## config.mk

```make
export PLATFORM = sky130hd
export DESIGN_NAME = irq_hier_ctrl
export DESIGN_NICKNAME = d
export VERILOG_FILES = /design/src/rtl/irq_hier_pkg.sv /design/src/rtl/irq_glitch_filter.sv /design/src/rtl/irq_ext_path.sv /design/src/rtl/irq_enable_tree.sv /design/src/rtl/irq_hier_ctrl.sv
export SDC_FILE = /design/constraint.sdc
export NUM_CORES = 1
export LEC_CHECK = 0
export BUFFER_PORTS_ARGS = -buffer_cell sky130_fd_sc_hd__buf_2
export CAP_MARGIN = 25
export CORE_ASPECT_RATIO = 1.25
export CORE_MARGIN = 2
export CORE_UTILIZATION = 45
export DETAILED_ROUTE_END_ITERATION = 10
export GPL_TIMING_DRIVEN = 0
export PLACE_DENSITY_LB_ADDON = 0.12
export SYNTH_ARGS = -nofsm -noshare
export SYNTH_HDL_FRONTEND = slang
export SYNTH_SLANG_ARGS = --single-unit
```

## constraint.sdc

```tcl
create_clock -name clk_src -period 1.91 [get_ports clk_src]
set_input_delay 0.0955 -clock clk_src [delete_from_list [all_inputs] [get_ports clk_src]]
set_output_delay 0.0955 -clock clk_src [all_outputs]
set_load 0.01 [all_outputs]
```

## src/rtl/irq_hier_pkg.sv

```systemverilog
package irq_hier_pkg;

   typedef enum logic {
      TRIG_LEVEL = 1'b0,
      TRIG_EDGE  = 1'b1
   } trig_mode_e;

   function automatic logic all_same(input logic [31:0] v, input int unsigned n);
      logic ones;
      logic zeros;
      ones  = 1'b1;
      zeros = 1'b1;
      for (int unsigned k = 0; k < n; k++) begin
         ones  = ones & v[k];
         zeros = zeros & ~v[k];
      end
      return ones | zeros;
   endfunction

endpackage

```

## src/rtl/irq_glitch_filter.sv

```systemverilog
module irq_glitch_filter #(
   parameter int unsigned SAMPLES = 3
) (
   input  logic clk,
   input  logic rst_n,
   input  logic pin,
   output logic level
);
   import irq_hier_pkg::*;

   localparam int unsigned HIST_W = SAMPLES - 1;

   if (SAMPLES < 2 || SAMPLES > 16) begin : g_bad_samples
      $error("irq_glitch_filter: SAMPLES must be 2..16");
   end

   logic [HIST_W-1:0]  hist_q;
   logic [SAMPLES-1:0] window;
   logic [31:0]        window_ext;
   logic               level_q;

   assign window     = {hist_q, pin};
   assign window_ext = 32'(window);

   always_ff @(posedge clk or negedge rst_n) begin
      if (!rst_n) begin
         hist_q  <= '1;
         level_q <= 1'b1;
      end else begin
         hist_q <= window[HIST_W-1:0];
         if (all_same(window_ext, SAMPLES)) level_q <= pin;
      end
   end

   assign level = level_q;

   AST_FILT_HELD: assert property (@(posedge clk) disable iff (!rst_n)
      (level_q != $past(level_q)) |-> ($past(pin) == level_q && $past(pin, 2) == level_q));

endmodule

```

## src/rtl/irq_ext_path.sv

```systemverilog
module irq_ext_path #(
   parameter int unsigned NUM_EXT  = 6,
   parameter int unsigned SAMPLES  = 3
) (
   input  logic               clk,
   input  logic               rst_n,
   input  logic               sys_en,
   input  logic               stop_mode,
   input  logic [NUM_EXT-1:0] pin_n,
   input  logic [NUM_EXT-1:0] local_en,
   input  logic [NUM_EXT-1:0] edge_sel,
   input  logic [NUM_EXT-1:0] clr,
   output logic [NUM_EXT-1:0] flag,
   output logic               wake_req
);
   import irq_hier_pkg::*;

   if (NUM_EXT < 1) begin : g_bad_ext
      $error("irq_ext_path: NUM_EXT must be at least 1");
   end

   logic [NUM_EXT-1:0] filt;
   logic [NUM_EXT-1:0] eff_level;
   logic [NUM_EXT-1:0] prev_q;
   logic [NUM_EXT-1:0] latch_q;

   for (genvar i = 0; i < NUM_EXT; i++) begin : g_ch
      trig_mode_e mode;
      logic       fall;

      irq_glitch_filter #(.SAMPLES(SAMPLES)) u_filt (
         .clk   (clk),
         .rst_n (rst_n),
         .pin   (pin_n[i]),
         .level (filt[i])
      );

      assign eff_level[i] = stop_mode ? pin_n[i] : filt[i];
      assign mode         = trig_mode_e'(edge_sel[i]);
      assign fall         = prev_q[i] & ~eff_level[i];

      always_ff @(posedge clk or negedge rst_n) begin
         if (!rst_n) begin
            prev_q[i]  <= 1'b1;
            latch_q[i] <= 1'b0;
         end else if (sys_en) begin
            prev_q[i] <= eff_level[i];
            if (mode == TRIG_EDGE && fall) latch_q[i] <= 1'b1;
            else if (clr[i])               latch_q[i] <= 1'b0;
         end
      end

      assign flag[i] = (mode == TRIG_EDGE) ? latch_q[i] : ~eff_level[i];

      AST_EDGE_KEPT: assert property (@(posedge clk) disable iff (!rst_n)
         (edge_sel[i] && latch_q[i] && !(sys_en && clr[i])) |=> latch_q[i]);
   end

   assign wake_req = stop_mode & (|(~pin_n & local_en));

   AST_WAKE_IN_STOP: assert property (@(posedge clk) disable iff (!rst_n)
      wake_req |-> stop_mode);

endmodule

```

## src/rtl/irq_enable_tree.sv

```systemverilog
module irq_enable_tree #(
   parameter int unsigned NUM_GRP = 3,
   parameter int unsigned GRP_W   = 4,
   parameter int unsigned NUM_EXT = 6
) (
   input  logic                       clk,
   input  logic                       rst_n,
   input  logic [NUM_GRP*GRP_W-1:0]   int_flag,
   input  logic [NUM_GRP*GRP_W-1:0]   int_local_en,
   input  logic [NUM_EXT-1:0]         ext_flag,
   input  logic [NUM_EXT-1:0]         ext_local_en,
   input  logic [NUM_GRP:0]           grp_en,
   input  logic                       sys_ie,
   input  logic                       glob_ie,
   output logic [NUM_GRP:0]           grp_pend,
   output logic                       raw_req
);
   if (NUM_GRP < 1 || GRP_W < 1) begin : g_bad_grp
      $error("irq_enable_tree: NUM_GRP and GRP_W must be at least 1");
   end

   logic [NUM_GRP*GRP_W-1:0] int_armed;
   logic [NUM_EXT-1:0]       ext_armed;

   assign int_armed = int_flag & int_local_en;
   assign ext_armed = ext_flag & ext_local_en;

   for (genvar g = 0; g < NUM_GRP; g++) begin : g_grp
      assign grp_pend[g] = grp_en[g] & (|int_armed[g*GRP_W +: GRP_W]);

      AST_GRP_GATED: assert property (@(posedge clk) disable iff (!rst_n)
         grp_pend[g] |-> (grp_en[g] && |(int_flag[g*GRP_W +: GRP_W] & int_local_en[g*GRP_W +: GRP_W])));
   end

   assign grp_pend[NUM_GRP] = grp_en[NUM_GRP] & (|ext_armed);
   assign raw_req           = glob_ie & sys_ie & (|grp_pend);

   AST_TOP_ENABLES: assert property (@(posedge clk) disable iff (!rst_n)
      raw_req |-> (sys_ie && glob_ie && grp_pend != '0));

endmodule

```

## src/rtl/irq_hier_ctrl.sv

```systemverilog
module irq_hier_ctrl #(
   parameter int unsigned NUM_GRP = 3,
   parameter int unsigned GRP_W   = 4,
   parameter int unsigned NUM_EXT = 6,
   parameter int unsigned SAMPLES = 3
) (
   input  logic                     clk_src,
   input  logic                     rst_n,
   input  logic                     sys_en,
   input  logic                     stop_mode,
   input  logic [NUM_GRP*GRP_W-1:0] int_flag,
   input  logic [NUM_GRP*GRP_W-1:0] int_local_en,
   input  logic [NUM_EXT-1:0]       ext_pin_n,
   input  logic [NUM_EXT-1:0]       ext_local_en,
   input  logic [NUM_EXT-1:0]       ext_edge_sel,
   input  logic [NUM_EXT-1:0]       ext_clr,
   input  logic [NUM_GRP:0]         grp_en,
   input  logic                     sys_ie,
   input  logic                     glob_ie,
   input  logic                     irq_ack,
   input  logic                     irq_reti,
   output logic                     irq_req,
   output logic                     in_service,
   output logic [NUM_EXT-1:0]       ext_flag,
   output logic [NUM_GRP:0]         grp_pend,
   output logic                     wake_req
);
   logic raw_req;
   logic isv_q;

   irq_ext_path #(.NUM_EXT(NUM_EXT), .SAMPLES(SAMPLES)) u_ext (
      .clk       (clk_src),
      .rst_n     (rst_n),
      .sys_en    (sys_en),
      .stop_mode (stop_mode),
      .pin_n     (ext_pin_n),
      .local_en  (ext_local_en),
      .edge_sel  (ext_edge_sel),
      .clr       (ext_clr),
      .flag      (ext_flag),
      .wake_req  (wake_req)
   );

   irq_enable_tree #(.NUM_GRP(NUM_GRP), .GRP_W(GRP_W), .NUM_EXT(NUM_EXT)) u_tree (
      .clk          (clk_src),
      .rst_n        (rst_n),
      .int_flag     (int_flag),
      .int_local_en (int_local_en),
      .ext_flag     (ext_flag),
      .ext_local_en (ext_local_en),
      .grp_en       (grp_en),
      .sys_ie       (sys_ie),
      .glob_ie      (glob_ie),
      .grp_pend     (grp_pend),
      .raw_req      (raw_req)
   );

   always_ff @(posedge clk_src or negedge rst_n) begin
      if (!rst_n)        isv_q <= 1'b0;
      else if (sys_en) begin
         if (irq_ack)       isv_q <= 1'b1;
         else if (irq_reti) isv_q <= 1'b0;
      end
   end

   assign in_service = isv_q;
   assign irq_req    = raw_req & ~isv_q;

   AST_NO_REQ_IN_SERVICE: assert property (@(posedge clk_src) disable iff (!rst_n)
      in_service |-> !irq_req);
   AST_ACK_SETS: assert property (@(posedge clk_src) disable iff (!rst_n)
      (sys_en && irq_ack) |=> in_service);
   AST_RETI_CLEARS: assert property (@(posedge clk_src) disable iff (!rst_n)
      (sys_en && irq_reti && !irq_ack) |=> !in_service);
   AST_ISV_STROBED: assert property (@(posedge clk_src) disable iff (!rst_n)
      !sys_en |=> $stable(in_service));

endmodule

```

* Word-level counts from Yosys, hierarchy flattened *
Cells that the tools add are included.

word-level totals
  bits in registers = 31
  input port bits = 60
  output and inout bits = 13
  word-level logic and storage cells = 150

cells by class
  muxes and demuxes = 26
  reduce and logical (&&, ||, !) cells = 26
  bitwise logic cells = 73

operators with widths
  operator             count
  1-bit AND            38
  1-bit two-way mux    26
  1-bit inverter       25
  4-bit OR reduction   4
  2-bit AND reduction  7
  2-bit nonzero test   7
  12-bit AND           1
  6-bit AND            2
  6-bit OR reduction   2
  1-bit logical AND    6
  6-bit inverter       1
  1-bit bitwise OR     6

* Logic depth before layout (Yosys ltp) *
Gate-level depths: netlist (run 1).

  word-level depth = 9
  mapped depth = 6
  gate-level depth less buffers = 5

* By module *
A second synthesis (run 1) with hierarchy kept.

second synthesis, totals
  cell total of the unflattened synthesis = 135
  area, all modules = 1427.6 sq um

modules (own cells, without submodules)
  module             cells an instance  instances  seq. area each (sq um)  area each (sq um)
  irq_ext_path       73                 1          307.8                   665.6
  irq_glitch_filter  7                  6          78.8                    97.6
  irq_enable_tree    16                 1          0.0                     132.6
  irq_hier_ctrl      4                  1          25.0                    43.8

* Worst setup path before layout (run 1) *
Ideal clock, no wire load.

  path kind = register -> output
  start point = register u_ext.g_ch[2].u_filt.level_q
  end point = output irq_req
  setup slack = 0.307 ns
  arrival = 1.508 ns
  cell stages (with the launch flop) = 6
  data required time = 1.814 ns
  buffers on the path = 0
  path through = dfstp_2 mux2i_1 mux2_4 a221oi_2 nand4_1 a31o_1

between the ends
  word-level cells in the longest chain between the ends = 9

RTL lines
  item                    RTL line                 text
  start, declared         irq_glitch_filter.sv:20  logic level_q;
  start signal, assigned  irq_glitch_filter.sv:31  if (all_same(window_ext, SAMPLES)) level_q <= pin;
  1-bit two-way mux       irq_ext_path.sv:38       assign eff_level[i] = stop_mode ? pin_n[i] : filt[i];
  1-bit inverter          irq_ext_path.sv:53       assign flag[i] = (mode == TRIG_EDGE) ? latch_q[i] : ~eff_level[i];
  1-bit two-way mux       irq_ext_path.sv:53
  net ext_flag[2]         irq_hier_ctrl.sv:24      output logic [NUM_EXT-1:0] ext_flag,
  6-bit AND               irq_enable_tree.sv:26    assign ext_armed = ext_flag & ext_local_en;
  6-bit OR reduction      irq_enable_tree.sv:35    assign grp_pend[NUM_GRP] = grp_en[NUM_GRP] & (|ext_armed);
  1-bit AND               irq_enable_tree.sv:35
  4-bit OR reduction      irq_enable_tree.sv:36    assign raw_req = glob_ie & sys_ie & (|grp_pend);
  1-bit AND               irq_enable_tree.sv:36
  1-bit AND               irq_hier_ctrl.sv:67      assign irq_req = raw_req & ~isv_q;
  end, declared           irq_hier_ctrl.sv:22      output logic irq_req,

The timed path passes the listed nets, and every way through them passes these cells.

* Final worst setup path (run 1) *
  start point = register u_ext.g_ch[2].u_filt.level_q
  end point = output irq_req

between the ends
  word-level cells in the longest chain between the ends = 9

RTL lines
  item                RTL line
  1-bit two-way mux   irq_ext_path.sv:38
  1-bit inverter      irq_ext_path.sv:53
  1-bit two-way mux   irq_ext_path.sv:53
  6-bit AND           irq_enable_tree.sv:26
  6-bit OR reduction  irq_enable_tree.sv:35
  1-bit AND           irq_enable_tree.sv:35
  4-bit OR reduction  irq_enable_tree.sv:36
  1-bit AND           irq_enable_tree.sv:36
  1-bit AND           irq_hier_ctrl.sv:67

Every way passes these cells.

==> results of run 1 <==
==> power by group through the flow <==
stage,clock [W],sequential (W),combinational (W)
5_1_grt,0.000524,0.000808,0.000382
6_report,0.000480,0.000800,0.000340
2_1_floorplan,0,0.000796,0.000160
4_1_cts,0.000494,0.000799,0.000335
3_5_place_dp,0,0.000807,0.000303
3_3_place_gp,0,0.000801,0.000293
==> kinds of logic after synthesis <==
| kind of cell | after synthesis | synth area share [%] |
|---|---|---|
| flops | 31 | 55.4 |
| compound gates | 43 | 18.8 |
| simple gates | 47 | 14.7 |
| mux | 10 | 7.48 |
| buf+inv | 12 | 3.61 |
==> state kept, by name, indices dropped and copies added (netlist names) <==
signal / count
in_service: 1
u_ext.g_ch.u_filt.hist_q: 12
u_ext.g_ch.u_filt.level: 6
u_ext.latch_q: 6
u_ext.prev_q: 6
==> final cells by class <==
type                    count  area [µm²]
plain buffers               4        22.5
clock buffers               8        80.1
fillers                   277        1090
inverters                   8        30.0
multi-input cells         100         611
flip-flops and latches     31         806
well taps                  37        46.3
repair buffers             80         455
==> what timing repair did <==
item,CTS,global route
endpoints found under the hold margin,13,0
endpoints found under the setup margin,2,2
setup buffers,2,1
gates cloned,0,0
pin swaps,4,2
hold buffers,7,0
gates resized for setup,4,1
==> routing by layer <==
layer	vias to the layer above	track usage [%]	wire (µm)
li1	684	-	-
met1	669	25.3	1460
met2	68	41.7	2010
met3	6	6.64	417
met4	0	9.06	55
met5	-	0	0
==> cell usage after synthesis <==
cell / count / area share (%)
dfstp_2: 24 / 43
nand2_1: 24 / 6.2
a21oi_1: 12 / 4.1
o21ai_0: 12 / 4.1
a22oi_1: 9 / 4.6
inv_1: 8 / 2.1
nand4_1: 8 / 3.4
dfrtp_1: 7 / 12
nor2_1: 7 / 1.8
mux2i_1: 6 / 4.1
nand3_1: 4 / 1.4
a21boi_0: 3 / 1.5
clkbuf_1: 3 / 0.77
mux2_2: 3 / 2.3
nor2b_1: 2 / 0.86
a21o_1: 1 / 0.52
a221oi_2: 1 / 1.0
a22o_1: 1 / 0.60
a31o_1: 1 / 0.60
a31oi_1: 1 / 0.43
a32oi_1: 1 / 0.60
and2_2: 1 / 0.52
buf_6: 1 / 0.77
mux2_4: 1 / 1.0
nand3b_1: 1 / 0.52
o31a_1: 1 / 0.60
==> stage by stage <==
stage | cells | utilization (%) | TNS (ps)
global route | 268 | 65.4 | -454
floorplan | 143 | - | 0
finish | 268 | 65.4 | -329
CTS | 267 | 64.9 | -279
global placement | 250 | 59.0 | 0
detailed placement | 250 | 59.0 | 0
==> final timing paths <==
path                                                     start                              to  slack, ps  depth (start not counted)
worst max-delay path                u_ext.g_ch[2].u_filt.level                         irq_req       -190                          6
worst min-delay path                                   irq_ack                      in_service         50                          2
worst max register to register      u_ext.g_ch[2].u_filt.level                u_ext.latch_q[2]        880                          4
worst min register to register  u_ext.g_ch[1].u_filt.hist_q[0]  u_ext.g_ch[1].u_filt.hist_q[1]        370                          0
max in group asynchronous                                rst_n                      in_service       1090                          2
min in group asynchronous                                rst_n                u_ext.latch_q[0]        390                          2
==> worst reg2reg max path, delay by kind of cell (launching register included) <==
family | cells | cell delay [ps]
flops | 1 | 570
buf+inv | 1 | 140
simple gates | 2 | 130
mux | 1 | 80
==> run_results.csv, run 1 <==
group,metric,value,unit
global_route,grt_pass1_wl,6070,µm
drt,final_antenna_net_count,0,
sta,maxClockFrequency,477,MHz
floorplanning,fp.coreArea,3140,µm²
critical_path,critical_path_arrival,2000,ps
hold_path,hp-class,"input pin to register",
power,vdd_drop_max,0.663,mV
logic_synthesis,ys_ff_latch,31,
power,switchingPower,0.000434,W
power,clkPwrFrac,29.6,%
sta,drv_slew,0,
placement,dpl-instance-area,1850,µm²
drt,first_pass_iters,4,
logic_synthesis,synthCells,143,
sta,worstMarginPinSlew,664,ps
power,cell_internal_pwr,0.00119,W
placement,dpl_worst_slack,102,ps
logic_synthesis,synth.distinct_cells,26,
status,outcome,"finished with violations",
sta,rsz0062_at_grt,"yes",
placement,hpwl,2940,µm
sta,period_needed,2100,ps
floorplanning,initial_utilization,46.4,%
final_layout,final_cell_mix,"buf_2 (68), nand2_1 (24), dfstp_2 (24), a21oi_1 (12), o21ai_0 (12)",
critical_path,path_buf_inv,1,
sta,hold_ws,51.9,ps
final_layout,syn2layout_area_growth,40.9,%
power,power.density,790,nW/µm²
placement,io_buffer_count,70,
power,seqPwrFrac,49.4,%
critical_path,crit_type,"register to output pin",
clock_tree,clkLatencyLatePin,280,ps
placement,place.gp.congestion,0.711,
clock_tree,h-tree-depth,2,
final_layout,antennaDiodeCount,0,
clock_tree,cts_tree,"yes",
clock_tree,ctsRootBufferMaster,"clkbuf_8",
critical_path,max_stage_delay,570,ps
power,p_leak,1.02,nW
clock_tree,cts_buffers,5,
drt,wl_per_cell,14.7,µm
power,combPwrFrac,21.0,%
sta,finClkSkew,7.67,ps
critical_path,endpoint_kind,"output pin",
logic_synthesis,seq_area_frac_synth,55.4,%
global_route,grt_max_degree,32,
power,switching_share,26.8,%
final_layout,nets,290,
drt,avgViaCountPerCell,5.32,
clock_tree,clkSlewWorstSetupHoldPaths,60,ps
critical_path,crit_required,1810,ps
logic_synthesis,yosys_warnings,0,
drt,num_vias,1427,
clock_tree,clock_sinks,31,
floorplanning,fp-row-count,23,
final_layout,drive_gt1_share,47.6,%
critical_path,crit_path_start_kind,"register",
floorplanning,die_h,67.6,µm
critical_path,crit_fanout,3,
status,violations,"negative setup slack",
logic_synthesis,syn_nets,203,
drt,drt_iter0_drc,27,
drt,totalWireLength,3950,µm
drt,drc,0,
global_route,grt_usage,23.4,%
critical_path,cp_slowest_cell,"dfstp_2",
sta,timing.final.ws_setup,-187,ps
final_layout,layout_commonest_cell,"buf_2",
logic_synthesis,syn-cell-area,1460,µm²
sta,fin_crit_sh,110,%
global_route,antenna_found_initial,0,
clock_tree,clk_path_buf_depth,2,
floorplanning,die_area,3710,µm²
critical_path,cp_cell_sequence,"mux2i_4 -> mux2_4 -> a221oi_2 -> nand4_1 -> a31o_1 -> buf_6",
critical_path,cp_top_family,"flip-flops",
global_route,overflow,0,
floorplanning,ioPinCount,73,
global_route,grt_pass1_vias,1462,
job,cap_viol_max_count,0,
sta,max-slew-margin-rel,55.7,%
sta,setup_viol_count_final,2,
logic_synthesis,syn_area_per_cell,10.2,µm²
power,report.power.total,0.00162,W
final_layout,fin_area,2050,µm²
floorplanning,die_w,54.9,µm
sta,finalHoldViolCount,0,
(Power assumes the default switching activity.)
==> run 2: changes to the inputs <==
--- a/config.mk
+++ b/config.mk
@@ -13,6 +13,7 @@
 export DETAILED_ROUTE_END_ITERATION = 10
 export GPL_TIMING_DRIVEN = 0
 export PLACE_DENSITY_LB_ADDON = 0.12
+export REMOVE_ABC_BUFFERS = 1
 export SYNTH_ARGS = -nofsm -noshare
 export SYNTH_HDL_FRONTEND = slang
 export SYNTH_SLANG_ARGS = --single-unit
==> run_results.csv, run 2 (same netlist as run 1, synthesis figures left out) <==
group,metric,value,unit
final_layout,fillers,275,
sta,drv_slew,0,
critical_path,startpoint,"u_ext.g_ch[2].u_filt.level",
global_route,overflow,0,
drt,drc,0,
sta,max-slew-margin-rel,56.4,%
critical_path,crit_type,"register to output pin",
drt,totalWireLength,3480,µm
sta,worstMarginPinSlew,653,ps
critical_path,critPathCapture,"irq_req",
placement,dpl_worst_slack,45.9,ps
critical_path,critical_path_arrival,2010,ps
clock_tree,clock_sinks,31,
sta,tns,-352,ps
status,violations,"negative setup slack",
job,cap_viol_max_count,0,
final_layout,largest_reg_flops,12,
drt,wl_per_cell,13.2,µm
clock_tree,clkSlewWorstSetupHoldPaths,60,ps
critical_path,r2r-start,"u_ext.g_ch[5].u_filt.level",
drt,final_antenna_net_count,0,
power,p_leak,1.01,nW
final_layout,drive_gt1_share,48.5,%
final_layout,syn2layout_area_growth,38.7,%
clock_tree,clk_path_buf_depth,2,
hold_path,hp-class,"input pin to register",
floorplanning,initial_utilization,46.4,%
global_route,grt_max_degree,32,
sta,maxClockFrequency,474,MHz
global_route,grt_pass1_vias,1337,
sta,timing.final.ws_setup,-199,ps
drt,avgViaCountPerCell,5.29,
sta,period_needed,2110,ps
critical_path,crit_path_start_kind,"register",
sta,finClkSkew,3.66,ps
critical_path,r2r-end,"u_ext.latch_q[5]",
placement,hpwl,2700,µm
sta,finalHoldViolCount,0,
global_route,grt_usage,20.9,%
clock_tree,cts_buffers,5,
power,vdd_drop_max,0.579,mV
placement,io_buffer_count,72,
final_layout,antennaDiodeCount,0,
critical_path,reg2regPathDepth,3,
clock_tree,ctsRootBufferMaster,"clkbuf_8",
critical_path,r2r_slack,950,ps
floorplanning,fp.coreArea,3140,µm²
hold_path,min_path_cells,2,
status,outcome,"finished with violations",
drt,drt_iter0_drc,22,
critical_path,endpoint_kind,"output pin",
sta,fin_crit_sh,110,%
clock_tree,cts_tree,"yes",
final_layout,layout_commonest_cell,"buf_2",
power,report.power.total,0.00160,W
clock_tree,h-tree-depth,2,
global_route,grt_pass1_wl,5370,µm
critical_path,crit_fanout,3,
floorplanning,ioPinCount,73,
global_route,antenna_found_initial,0,
floorplanning,die_h,67.6,µm
final_layout,nets,286,
final_layout,largest-register,"u_ext.g_ch.u_filt.hist_q",
placement,place.gp.congestion,0.801,
floorplanning,fp-row-count,23,
floorplanning,die_area,3710,µm²
final_layout,final_cell_mix,"buf_2 (71), nand2_1 (24), dfstp_2 (24), a21oi_1 (12), o21ai_0 (12)",
sta,rsz0062_at_grt,"yes",
drt,first_pass_iters,4,
critical_path,crit_required,1810,ps
sta,setup_viol_count_final,2,
clock_tree,clkLatencyLatePin,280,ps
floorplanning,die_w,54.9,µm
power,power.density,793,nW/µm²
drt,num_vias,1396,
run 2: changes by cell type in the layout (fill, tap and decap cells not counted), sizes merged:
cell / change
clkbuf: -4
clkinv: +1
buf: -1
run 2: worst min-delay path by stage:
stage | from | endpoint | slack [ps]
floorplan | rst_n | in_service | -200
global placement | rst_n | u_ext.latch_q[2] | 150
detailed placement | rst_n | u_ext.latch_q[2] | 160
CTS | irq_ack | in_service | 30
global route | irq_ack | in_service | 50
finish | irq_ack | in_service | 40
run 2: timing repair:
| action | CTS | global route |
|---|---|---|
| pin swaps | 4 | 0 |
| hold buffers | 7 | 0 |
| endpoints found under the setup margin | 2 | 2 |
| endpoints found under the hold margin | 13 | 0 |
| buffers inserted | 1 | 0 |
| resized for setup | 4 | 0 |
run 2: metal layers:
layer	wire (µm)	share of wire, %	track usage (%)
met1	1260	36	21.8
met5	0	0	0
met4	69	2.0	10.0
met2	1790	51	36.9
met3	362	10	6.19
run 2: per-stage QoR:
| step | utilization (%) | area (µm²) | cells | hold slack, ps |
|---|---|---|---|---|
| final | 64.3 | 2020 | 264 | 37.7 |
| after global routing | 64.3 | 2020 | 264 | 47.0 |
| after CTS | 64.3 | 2020 | 264 | 34.1 |
| after detailed placement | 58.6 | 1840 | 248 | 161 |
| after global placement | 58.6 | 1840 | 248 | 155 |
| after floorplan | - | 1430 | 139 | -200 |
run 2: layout make-up:
class / count / area [µm²] / area share, %
Sequential cell: 31 / 806 / 39.9
Multi-Input combinational cell: 100 / 611 / 30.3
Timing Repair Buffer: 80 / 444 / 22.0
Clock buffer: 7 / 76.3 / 3.78
Tap cell: 37 / 46.3 / 2.29
Inverter: 8 / 30.0 / 1.49
Clock inverter: 1 / 5.00 / 0.248
run 2: critical path, cell delays in order (launching register included):
cell      delay (ps)
dfstp_2          550
mux2i_4           70
mux2_4           290
a221oi_2         290
nand4_1          190
a31o_1           210
buf_2            130
run 2: power by group:
group          internal [W]  switching, W  total (W)
combinational      0.000162      0.000160   0.000322
sequential         0.000755     0.0000419   0.000797
clock              0.000255      0.000227   0.000482
==> run 3: changes to the inputs <==
--- a/config.mk
+++ b/config.mk
@@ -11,8 +11,10 @@
 export CORE_MARGIN = 2
 export CORE_UTILIZATION = 45
 export DETAILED_ROUTE_END_ITERATION = 10
+export GPL_ROUTABILITY_DRIVEN = 0
 export GPL_TIMING_DRIVEN = 0
 export PLACE_DENSITY_LB_ADDON = 0.12
+export RECOVER_POWER = 25
 export REMOVE_ABC_BUFFERS = 1
 export SYNTH_ARGS = -nofsm -noshare
 export SYNTH_HDL_FRONTEND = slang
==> run_results.csv, run 3 (same netlist as run 1, synthesis figures left out) <==
group,metric,value,unit
critical_path,max_stage_delay,550,ps
final_layout,layout_commonest_cell,"buf_2",
floorplanning,initial_utilization,46.4,%
sta,setup_viol_count_final,2,
global_route,grt_pass1_wl,5370,µm
clock_tree,clkLatencyLatePin,280,ps
drt,final_antenna_net_count,0,
clock_tree,ctsRootBufferMaster,"clkbuf_8",
critical_path,cp_top_family,"flip-flops",
power,switchingPower,0.000432,W
sta,finClkSkew,3.56,ps
critical_path,crit_type,"register to output pin",
floorplanning,die_h,67.6,µm
final_layout,syn2layout_area_growth,38.1,%
global_route,grt_usage,20.9,%
critical_path,crit_path_start_kind,"register",
power,combPwrFrac,20.0,%
hold_path,hp-class,"input pin to register",
sta,maxClockFrequency,474,MHz
critical_path,cp_cell_sequence,"mux2i_4 -> mux2_4 -> a221oi_2 -> nand4_1 -> a31o_1 -> buf_2",
clock_tree,cts_tree,"yes",
sta,fin_crit_sh,110,%
sta,drv_slew,32,
global_route,grt_pass1_vias,1337,
floorplanning,die_area,3710,µm²
clock_tree,cts_buffers,5,
drt,wl_per_cell,13.2,µm
power,clkPwrFrac,30.3,%
drt,totalWireLength,3490,µm
floorplanning,fp.coreArea,3140,µm²
final_layout,final_cell_count_no_fill,264,
floorplanning,ioPinCount,73,
final_layout,antennaDiodeCount,0,
drt,num_vias,1394,
job,cap_viol_max_count,1,
global_route,overflow,0,
critical_path,path_buf_inv,1,
floorplanning,fp-row-count,23,
critical_path,critical_path_arrival,2010,ps
power,switching_share,27.0,%
placement,dpl_worst_slack,45.9,ps
power,report.power.total,0.00160,W
sta,period_needed,2110,ps
critical_path,crit_fanout,3,
power,p_leak,0.985,nW
power,cell_internal_pwr,0.00117,W
sta,rsz0062_at_grt,"yes",
global_route,antenna_found_initial,0,
floorplanning,die_w,54.9,µm
drt,drt_iter0_drc,22,
drt,avgViaCountPerCell,5.28,
drt,drc,0,
critical_path,endpoint_kind,"output pin",
sta,finalHoldViolCount,0,
final_layout,largest_reg_flops,12,
clock_tree,clock_sinks,31,
placement,dp.cells,248,
critical_path,cp_slowest_cell,"dfstp_2",
status,violations,"max-capacitance violations, max-slew violations, negative setup slack",
final_layout,drive_gt1_share,43.2,%
sta,worstMarginPinSlew,1570,ps
final_layout,final_cell_mix,"buf_2 (64), nand2_1 (24), dfstp_2 (19), a21oi_1 (12), o21ai_0 (12)",
critical_path,crit_required,1810,ps
placement,io_buffer_count,72,
final_layout,nets,286,
final_layout,utilization,64.1,%
clock_tree,clkSlewWorstSetupHoldPaths,60,ps
final_layout,largest-register,"u_ext.g_ch.u_filt.hist_q",
sta,max-slew-margin-rel,-4.99,%
clock_tree,clk_path_buf_depth,2,
sta,hold_ws,35.1,ps
sta,timing.final.ws_setup,-200,ps
drt,first_pass_iters,4,
clock_tree,h-tree-depth,2,
global_route,grt_max_degree,32,
critical_path,r2r_slack,960,ps
status,outcome,"finished with violations",
placement,hpwl,2700,µm
power,vdd_drop_max,0.579,mV
power,power.density,796,nW/µm²
power,seqPwrFrac,49.7,%
-- run 3: cell count changes in the layout (fill, tap and decap cells not counted) --
cell / previous run / this run
dfstp_2: 24 / 19
clkbuf_1: 2 / 9
dfstp_1: 0 / 5
buf_2: 71 / 64
-- run 3: final timing paths --
path / cells after the start / startpoint / end
setup / recovery: 6 / u_ext.g_ch[2].u_filt.level / irq_req
max in group asynchronous: 2 / rst_n / u_ext.latch_q[3]
hold reg to reg: 0 / u_ext.g_ch[2].u_filt.hist_q[0] / u_ext.g_ch[2].u_filt.hist_q[1]
setup reg to reg: 3 / u_ext.g_ch[5].u_filt.level / u_ext.latch_q[5]
min in group asynchronous: 2 / rst_n / u_ext.latch_q[4]
hold / removal: 2 / irq_ack / in_service
-- run 3: timing repair --
| item | 4_1_cts | 5_1_grt |
|---|---|---|
| setup buffers | 1 | 0 |
| hold buffers | 7 | 0 |
| endpoints found under the setup margin | 2 | 2 |
| resized for setup | 4 | 0 |
| pin swaps | 4 | 0 |
| hold endpoints to repair | 13 | 0 |
-- run 3: layout make-up --
type	instances	area, µm²
clock buffers	7	76.3
clock inverters	1	5.00
fillers	279	1130
inverters	8	30.0
multi-input cells	100	611
flip-flops and latches	31	806
well taps	37	46.3
repair buffers	80	435
-- run 3: metal layers --
metal  global-route usage, %  share of wire (%)  vias to the layer above
li1                        -                  -                      680
met1                    21.8                 36                      639
met2                    36.9                 51                       66
met3                    6.19                 10                        9
met4                    10.0                2.1                        0
met5                       0                  0                        -
-- run 3: power groups by stage --
stage,logic [W],registers [W],clock network [W]
after detailed placement,0.000298,0.000807,0
final,0.000320,0.000795,0.000484
after floorplan,0.000148,0.000796,0
after CTS,0.000326,0.000798,0.000500
after global routing,0.000358,0.000805,0.000530
after global placement,0.000290,0.000801,0
-- run 3: per-stage QoR --
stage / TNS, ps / instance area [µm²]
floorplan: 0 / 1430
global placement: 0 / 1840
detailed placement: 0 / 1840
CTS: -360 / 2020
global route: -420 / 2010
finish: -353 / 2010
